===== config.mk =====
export PLATFORM = sky130hd
export DESIGN_NAME = pxu_unpacker
export DESIGN_NICKNAME = d
export VERILOG_FILES = /design/src/rtl/pxu_pkg.sv /design/src/rtl/pxu_cfg_decode.sv /design/src/rtl/pxu_extract.sv /design/src/rtl/pxu_color.sv /design/src/rtl/pxu_unpacker.sv
export SDC_FILE = /design/constraint.sdc
export NUM_CORES = 1
export LEC_CHECK = 0
export ABC_AREA = 1
export BUFFER_PORTS_ARGS = -buffer_cell sky130_fd_sc_hd__buf_2
export CAP_MARGIN = 10
export CORE_UTILIZATION = 45
export CTS_CLUSTER_SIZE = 28
export DETAILED_ROUTE_END_ITERATION = 10
export GPL_ROUTABILITY_DRIVEN = 1
export GPL_TIMING_DRIVEN = 0
export PLACE_DENSITY = 0.65
export SLEW_MARGIN = 30
export SYNTH_ARGS = -nofsm -noshare
export SYNTH_HDL_FRONTEND = slang
export SYNTH_SLANG_ARGS = --single-unit

===== constraint.sdc =====
create_clock -name clk -period 7.7 [get_ports clk]
set_input_delay 0 -clock clk [delete_from_list [all_inputs] [get_ports clk]]
set_output_delay 0 -clock clk [all_outputs]
set_load 0.01 [all_outputs]

===== src/rtl/pxu_pkg.sv =====
`timescale 1ns/1ps
package pxu_pkg;
    localparam int WORD_W = 32;
    localparam int PIX_W  = 24;
    localparam int POS_W  = 5;

    typedef enum logic [2:0] {
        FMT_IDX,
        FMT_5551,
        FMT_565,
        FMT_444,
        FMT_888
    } pxu_fmt_e;

    function automatic logic [7:0] widen4(input logic [3:0] v);
        return {v, v};
    endfunction

    function automatic logic [7:0] widen5(input logic [4:0] v);
        return {v, v[4:2]};
    endfunction

    function automatic logic [7:0] widen6(input logic [5:0] v);
        return {v, v[5:4]};
    endfunction
endpackage


===== src/rtl/pxu_cfg_decode.sv =====
`timescale 1ns/1ps
module pxu_cfg_decode
    import pxu_pkg::*;
#(
    parameter int COL_W   = 12,
    parameter bit HAS_MUX = 1'b1
) (
    input  logic [2:0]       mode_i,
    input  logic [1:0]       mux_i,
    input  logic             bgr_i,
    input  logic [COL_W-1:0] cols_i,
    output pxu_fmt_e         fmt_o,
    output logic [2:0]       log2b_o,
    output logic             is_index_o,
    output logic             bgr_eff_o,
    output logic [COL_W+1:0] line_bytes_o
);
    localparam int LB_W = COL_W + 2;

    pxu_fmt_e m4_fmt;
    logic     m4_bgr;

    generate
        if (HAS_MUX) begin : g_mux
            always_comb begin
                case (mux_i)
                    2'd1: begin m4_fmt = FMT_5551; m4_bgr = bgr_i; end
                    2'd3: begin m4_fmt = FMT_565;  m4_bgr = 1'b1;  end
                    default: begin m4_fmt = FMT_565; m4_bgr = bgr_i; end
                endcase
            end
        end else begin : g_plain
            assign m4_fmt = FMT_5551;
            assign m4_bgr = bgr_i;
        end
    endgenerate

    logic [LB_W-1:0] cols_x;
    assign cols_x = {2'b00, cols_i};

    always_comb begin
        fmt_o        = FMT_IDX;
        log2b_o      = 3'd3;
        is_index_o   = 1'b0;
        bgr_eff_o    = bgr_i;
        line_bytes_o = cols_x;
        unique case (mode_i)
            3'd0, 3'd1, 3'd2, 3'd3: begin
                fmt_o        = FMT_IDX;
                log2b_o      = mode_i;
                is_index_o   = 1'b1;
                line_bytes_o = cols_x >> (3'd3 - mode_i);
            end
            3'd4: begin
                fmt_o        = m4_fmt;
                bgr_eff_o    = m4_bgr;
                log2b_o      = 3'd4;
                line_bytes_o = cols_x << 1;
            end
            3'd5: begin
                fmt_o        = FMT_888;
                log2b_o      = 3'd5;
                line_bytes_o = cols_x << 2;
            end
            3'd6: begin
                fmt_o        = FMT_565;
                log2b_o      = 3'd4;
                line_bytes_o = cols_x << 1;
            end
            3'd7: begin
                fmt_o        = FMT_444;
                log2b_o      = 3'd4;
                line_bytes_o = cols_x << 1;
            end
        endcase
    end
endmodule


===== src/rtl/pxu_extract.sv =====
`timescale 1ns/1ps
module pxu_extract
    import pxu_pkg::*;
(
    input  logic [WORD_W-1:0] word_i,
    input  logic [POS_W-1:0]  pos_i,
    input  logic [2:0]        log2b_i,
    input  logic              be_byte_i,
    input  logic              be_pix_i,
    output logic [WORD_W-1:0] raw_o
);
    localparam int OFF_W = 11;

    logic [OFF_W-1:0] k_x, off_le, off_be, off_bp, off_sel;
    logic [OFF_W-1:0] byte_j, sub_s;
    logic [2:0]       per_byte_log;
    logic [WORD_W-1:0] mask;

    always_comb begin
        k_x          = {{(OFF_W-POS_W){1'b0}}, pos_i};
        per_byte_log = 3'd3 - log2b_i;
        off_le       = k_x << log2b_i;
        off_be       = OFF_W'(32) - ((k_x + OFF_W'(1)) << log2b_i);
        byte_j       = k_x >> per_byte_log;
        sub_s        = k_x & ((OFF_W'(1) << per_byte_log) - OFF_W'(1));
        off_bp       = (byte_j << 3) + OFF_W'(8) - ((sub_s + OFF_W'(1)) << log2b_i);
        if (be_byte_i)
            off_sel = off_be;
        else if (be_pix_i && (log2b_i < 3'd3))
            off_sel = off_bp;
        else
            off_sel = off_le;
        if (log2b_i >= 3'd5)
            mask = '1;
        else
            mask = (WORD_W'(1) << (6'd1 << log2b_i)) - WORD_W'(1);
        raw_o = (word_i >> off_sel[4:0]) & mask;
    end
endmodule


===== src/rtl/pxu_color.sv =====
`timescale 1ns/1ps
module pxu_color
    import pxu_pkg::*;
(
    input  logic [WORD_W-1:0] raw_i,
    input  pxu_fmt_e          fmt_i,
    input  logic              bgr_i,
    output logic [PIX_W-1:0]  pix_o
);
    logic [7:0] c0, c1, c2;

    always_comb begin
        c0 = 8'h00;
        c1 = 8'h00;
        c2 = 8'h00;
        unique case (fmt_i)
            FMT_IDX: c0 = raw_i[7:0];
            FMT_5551: begin
                c0 = widen5(raw_i[4:0]);
                c1 = widen5(raw_i[9:5]);
                c2 = widen5(raw_i[14:10]);
            end
            FMT_565: begin
                c0 = widen5(raw_i[4:0]);
                c1 = widen6(raw_i[10:5]);
                c2 = widen5(raw_i[15:11]);
            end
            FMT_444: begin
                c0 = widen4(raw_i[3:0]);
                c1 = widen4(raw_i[7:4]);
                c2 = widen4(raw_i[11:8]);
            end
            FMT_888: begin
                c0 = raw_i[7:0];
                c1 = raw_i[15:8];
                c2 = raw_i[23:16];
            end
            default: c0 = 8'h00;
        endcase
        if (fmt_i == FMT_IDX)
            pix_o = {16'h0000, c0};
        else if (bgr_i)
            pix_o = {c0, c1, c2};
        else
            pix_o = {c2, c1, c0};
    end
endmodule


===== src/rtl/pxu_unpacker.sv =====
`timescale 1ns/1ps
module pxu_unpacker
    import pxu_pkg::*;
#(
    parameter int COL_W   = 12,
    parameter bit HAS_MUX = 1'b1
) (
    input  logic             clk,
    input  logic             rst_n,
    input  logic [2:0]       mode_i,
    input  logic             bgr_i,
    input  logic             be_byte_i,
    input  logic             be_pix_i,
    input  logic [1:0]       mux_i,
    input  logic [COL_W-1:0] cols_i,
    output logic [COL_W+1:0] line_bytes_o,
    input  logic             in_valid_i,
    output logic             in_ready_o,
    input  logic [31:0]      in_data_i,
    output logic             out_valid_o,
    input  logic             out_ready_i,
    output logic [23:0]      out_pix_o,
    output logic             out_is_index_o
);
    typedef enum logic {ST_WAIT_WORD, ST_EMIT} pxu_state_e;

    pxu_state_e        state_q, state_d;
    logic [WORD_W-1:0] word_q;
    logic [POS_W-1:0]  pos_q, last_pos;
    logic [COL_W-1:0]  col_q;

    pxu_fmt_e   fmt;
    logic [2:0] log2b;
    logic       is_index, bgr_eff;
    logic [WORD_W-1:0] raw;

    logic take, word_done, line_end, accept;

    pxu_cfg_decode #(.COL_W(COL_W), .HAS_MUX(HAS_MUX)) i_decode (
        .mode_i      (mode_i),
        .mux_i       (mux_i),
        .bgr_i       (bgr_i),
        .cols_i      (cols_i),
        .fmt_o       (fmt),
        .log2b_o     (log2b),
        .is_index_o  (is_index),
        .bgr_eff_o   (bgr_eff),
        .line_bytes_o(line_bytes_o)
    );

    pxu_extract i_extract (
        .word_i   (word_q),
        .pos_i    (pos_q),
        .log2b_i  (log2b),
        .be_byte_i(be_byte_i),
        .be_pix_i (be_pix_i),
        .raw_o    (raw)
    );

    pxu_color i_color (
        .raw_i (raw),
        .fmt_i (fmt),
        .bgr_i (bgr_eff),
        .pix_o (out_pix_o)
    );

    // Outputs and transition conditions
    always_comb begin
        last_pos       = POS_W'(5'd31 >> log2b);
        out_valid_o    = (state_q == ST_EMIT);
        out_is_index_o = is_index;
        take           = out_valid_o && out_ready_i;
        line_end       = (col_q == cols_i - COL_W'(1));
        word_done      = take && ((pos_q == last_pos) || line_end);
        in_ready_o     = (state_q == ST_WAIT_WORD) || word_done;
        accept         = in_valid_i && in_ready_o;
    end

    // Next state: fetch, advance, reload, drain
    always_comb begin
        state_d = state_q;
        unique case (state_q)
            ST_WAIT_WORD: if (in_valid_i) state_d = ST_EMIT;
            ST_EMIT:      if (word_done && !in_valid_i) state_d = ST_WAIT_WORD;
            default:      state_d = ST_WAIT_WORD;
        endcase
    end

    // State register and held word
    always_ff @(posedge clk or negedge rst_n) begin
        if (!rst_n) begin
            state_q <= ST_WAIT_WORD;
            word_q  <= '0;
            pos_q   <= '0;
            col_q   <= '0;
        end else begin
            state_q <= state_d;
            if (accept) begin
                word_q <= in_data_i;
                pos_q  <= '0;
            end else if (take) begin
                pos_q <= pos_q + POS_W'(1);
            end
            if (take)
                col_q <= line_end ? '0 : col_q + COL_W'(1);
        end
    end

    p_hold_r9: assert property (@(posedge clk) disable iff (!rst_n)
        out_valid_o && !out_ready_i |=> out_valid_o && $stable(out_pix_o) && $stable(out_is_index_o));

    p_no_take_in_stall_r9: assert property (@(posedge clk) disable iff (!rst_n)
        out_valid_o && !out_ready_i |-> !in_ready_o);

    p_accept_fills_r9: assert property (@(posedge clk) disable iff (!rst_n)
        in_valid_i && in_ready_o |=> out_valid_o);

    p_index_zero_ext_r2: assert property (@(posedge clk) disable iff (!rst_n)
        out_valid_o && (mode_i <= 3'd3) |-> out_is_index_o && (out_pix_o[23:8] == 16'h0));

    p_col_in_range_r8: assert property (@(posedge clk) disable iff (!rst_n)
        col_q < cols_i);

    p_idle_ready_r10: assert property (@(posedge clk) disable iff (!rst_n)
        !out_valid_o |-> in_ready_o);
endmodule


==> results_dict.tcl <==
set metrics [dict create \
    status "finished, final reports clean" \
    ctsHtreeMaxLevel 2 \
    synth.net_count 1144 \
    grt_max_degree 51 \
    critPathMaxFanout 10 \
    max-vdd-ir-drop_uv 228 \
    criticalPathCategory "in -> out" \
    routed_via_density 5.60 \
    post_layout_nonfiller_instances 1394 \
    synthToLayoutAreaGrowth_pct 18.8 \
    cts_resized 0 \
    power.leakage_uw 0.00404 \
    drive_gt1_share_pct 17.5 \
    num-nets-final 1278 \
    fin_crit_sh_pct 52.9 \
    netlist-cell-type-count 48 \
    tritoncts "done" \
    clk_path_buf_depth 2 \
    final_standard_cell_utilization_of_the_core_pct 54.8 \
    powerDensity_mw_per_mm2 291 \
    max_freq_ghz 0.246 \
    final_period_minus_worst_setup_slack_ps 4070 \
    insertion_delay_ps 290 \
    routed_wirelength_um 22100 \
    post-place-cells 1353 \
    clk_pin_slew_ps 70 \
    clockRootBuffer "sky130_fd_sc_hd__clkbuf_16" \
    route.detailed.wl_per_inst_um 15.8 \
    crit_path_max_incr_delay_ps 430 \
    multiInputGateArea_mm2 0.00442 \
    seq_area_frac_synth_pct 19.5 \
    cts.sinks 50 \
    grt-ovfl-total 0 \
    coreArea_mm2 0.0139 \
    synth_seq_cells 50 \
    startpoint_class_of_the_critical_path "input port" \
    worst_slew_margin_rel_pct 50.1 \
    clock-skew-final_ps 8.75 \
    route.detailed.drc 0 \
    synth_area_mm2 0.00641 \
    netlist_instances 1079 \
    switching_share_pct 53.2 \
    crit_family "buffers and inverters" \
    placementRows 43 \
    grt_setup_unrepaired "false" \
    critical_path_required_ps 7700 \
    p_int_uw 1040 \
    boundaryPins 97 \
    routed-via-count 7809 \
    die_h_um 121 \
    place.port_buffers 94 \
    number_of_post_cts_setup_repair_buffers 0 \
    first_global_vias 6940 \
    cp-end-kind "primary output" \
    critPathSlowestCell "sky130_fd_sc_hd__buf_1" \
    slew_of_the_pin_with_the_lowest_slew_margin_ps 739 \
    share_comb_of_total_power_pct 67.0 \
    clock_power_share_pct 11.9 \
    report.final.slew_viol_count 0 \
    number_of_fillers_in_the_final_layout 1511 \
    min-delay-path-class "in -> reg" \
    placed_area_mm2 0.00711 \
    regArea_mm2 0.00125 \
    place_congestion 0.974 \
    die_x_um 121 \
    fin_tns_setup_ps 0 \
    timing_hold_violations_final 0 \
    worst_ep_arrival_time_ps 4070 \
    drt_pre_antenna_iters 6 \
    antenna_found_initial 0 \
    first_iter_violations 873 \
    total_switching_power_uw 1180 \
    synthesis.area_per_instance_um2 5.94 \
    groute.usage.overall_pct 30.4 \
    detailed_place_hpwl_um 17400 \
    antennaDiodeCount 0 \
    yosysWarningCount 0 \
    setup_violations 0 \
    cp.buffers_inverters 8 \
    initial_utilization_pct 46.2 \
    cap_violations 0 \
    cts_inserted_buffers 5 \
    die_area_mm2 0.0147 \
    post-route-cell-area_mm2 0.00761 \
    final_antenna_net_count 0 \
    global_route_wire_length_before_repair_um 35300 \
    seq_power_share_pct 21.1 \
]
[tightest hold or removal path, delay by kind of cell]
| family | cells | cell delay, ps |
|---|---|---|
| buffers and inverters | 1 | 80 |
| AO/OA/AOI/OAI | 1 | 120 |
| AND/OR/NAND/NOR | 1 | 60 |
[stage by stage]
| stage | total power, uW | hold WS, ps | setup slack [ps] |
|---|---|---|---|
| global placement | 1900 | 230 | 3710 |
| detailed placement | 1910 | 68.1 | 3710 |
| floorplan | 1500 | -296 | 4700 |
| global route | 2410 | 14.3 | 3250 |
| CTS | 2190 | 9.20 | 3710 |
| finish | 2220 | 9.82 | 3630 |
[cell usage after synthesis (all sizes together)]
| master | number | area [um^2] |
|---|---|---|
| a31oi | 3 | 25.0 |
| nor3 | 9 | 60.1 |
| o22ai | 8 | 50.1 |
| dfrtp | 50 | 1250 |
| nand2 | 397 | 1570 |
| and2 | 1 | 8.76 |
| nand4 | 68 | 425 |
| nor2 | 62 | 243 |
| a21o | 1 | 7.51 |
| clkbuf | 12 | 46.3 |
| nor4 | 2 | 18.8 |
| xnor2 | 9 | 78.8 |
| o21ai | 81 | 420 |
| ha | 9 | 113 |
| o41a | 1 | 11.3 |
| inv | 94 | 353 |
| nand3 | 148 | 811 |
| or2 | 5 | 31.3 |
| clkinv | 1 | 3.75 |
| a41oi | 1 | 8.76 |
| o211ai | 5 | 37.5 |
| o2111ai | 5 | 43.8 |
| xor2 | 17 | 149 |
| nand3b | 5 | 37.5 |
| a21oi | 28 | 178 |
| a211oi | 1 | 7.51 |
| buf | 46 | 335 |
| o221ai | 7 | 61.3 |
| conb | 1 | 3.75 |
| a221o | 2 | 20.0 |
[power by group through the flow]
stage | clock network, uW | logic [uW] | registers, uW
finish | 263 | 1480 | 469
global route | 277 | 1650 | 482
CTS | 267 | 1450 | 466
detailed placement | 0 | 1430 | 470
global placement | 0 | 1430 | 468
floorplan | 0 | 1060 | 437
[logic make-up (layout without fill, tap and decap cells)]
group           Yosys count  count (layout)  synth area share [%]
simple gates            697             697                  50.0
buf+inv                 153             288                  11.5
compound gates          143             143                  13.6
flops                    50              50                  19.5
xor+xnor                 26              26                  3.55
fa+ha+maj                 9               9                  1.76
other cells               1               1                0.0585
[sequential cells by signal (all words and copies together), names as in the netlist]
| signal | flops |
|---|---|
| word_q | 32 |
| col_q | 12 |
| pos_q | 5 |
| out_valid_o | 1 |
[cells in the final DEF (no fill, tap or decap), types with 6 or more instances in the layout]
cell | synthesis | routed
sky130_fd_sc_hd__a21oi_1 | 20 | 20
sky130_fd_sc_hd__a21oi_2 | 7 | 7
sky130_fd_sc_hd__buf_2 | 19 | 112
sky130_fd_sc_hd__buf_4 | 9 | 10
sky130_fd_sc_hd__buf_6 | 14 | 14
sky130_fd_sc_hd__clkbuf_1 | 11 | 11
sky130_fd_sc_hd__dfrtp_1 | 50 | 50
sky130_fd_sc_hd__dlygate4sd3_1 | 0 | 33
sky130_fd_sc_hd__ha_1 | 9 | 9
sky130_fd_sc_hd__inv_1 | 85 | 85
sky130_fd_sc_hd__inv_2 | 9 | 9
sky130_fd_sc_hd__nand2_1 | 376 | 376
sky130_fd_sc_hd__nand2_2 | 16 | 16
sky130_fd_sc_hd__nand3_1 | 137 | 137
sky130_fd_sc_hd__nand3_2 | 9 | 9
sky130_fd_sc_hd__nand4_1 | 68 | 68
sky130_fd_sc_hd__nor2_1 | 58 | 58
sky130_fd_sc_hd__nor3_1 | 6 | 6
sky130_fd_sc_hd__o21ai_0 | 32 | 32
sky130_fd_sc_hd__o21ai_1 | 45 | 45
sky130_fd_sc_hd__o221ai_1 | 7 | 7
sky130_fd_sc_hd__o22ai_1 | 8 | 8
sky130_fd_sc_hd__xnor2_1 | 9 | 9
sky130_fd_sc_hd__xor2_1 | 17 | 17
[area by class of cell]
| type | instances | area share, % |
|---|---|---|
| plain buffers | 58 | 5.01 |
| clock buffers | 6 | 1.82 |
| clock inverters | 2 | 0.509 |
| inverters | 95 | 4.68 |
| multi-input cells | 876 | 58.0 |
| flip-flops and latches | 50 | 16.4 |
| well taps | 180 | 2.96 |
| repair buffers | 127 | 10.6 |
[repair_timing]
action / in CTS / in global routing
hold buffers: 33 / 0
setup endpoints to repair: 0 / 0
hold endpoints to repair: 82 / 0
[path summary, 6_finish.rpt]
path                                        startpoint                      to  slack (ps)  depth (start not counted)
min in group asynchronous                        rst_n   col_q[11]$_DFFE_PN0P_         280                          2
max in group asynchronous                        rst_n  word_q[10]$_DFFE_PN0P_        6970                          2
worst max register to register    pos_q[2]$_DFFE_PN0P_  word_q[28]$_DFFE_PN0P_        5530                          9
worst max-delay path                         mode_i[2]           out_pix_o[16]        3630                         25
worst min-delay path                     in_data_i[21]  word_q[21]$_DFFE_PN0P_          10                          3
worst min register to register  word_q[14]$_DFFE_PN0P_  word_q[14]$_DFFE_PN0P_         540                          2
[layer usage]
layer / wire length (um) / up-vias / global-route usage, %
met4: 748 / 0 / 10.9
met3: 1300 / 60 / 2.40
met1: 10300 / 3522 / 43.7
li1: - / 3895 / -
met2: 9730 / 332 / 47.3
met5: 0 / - / 0
(Power assumes the default switching activity.)
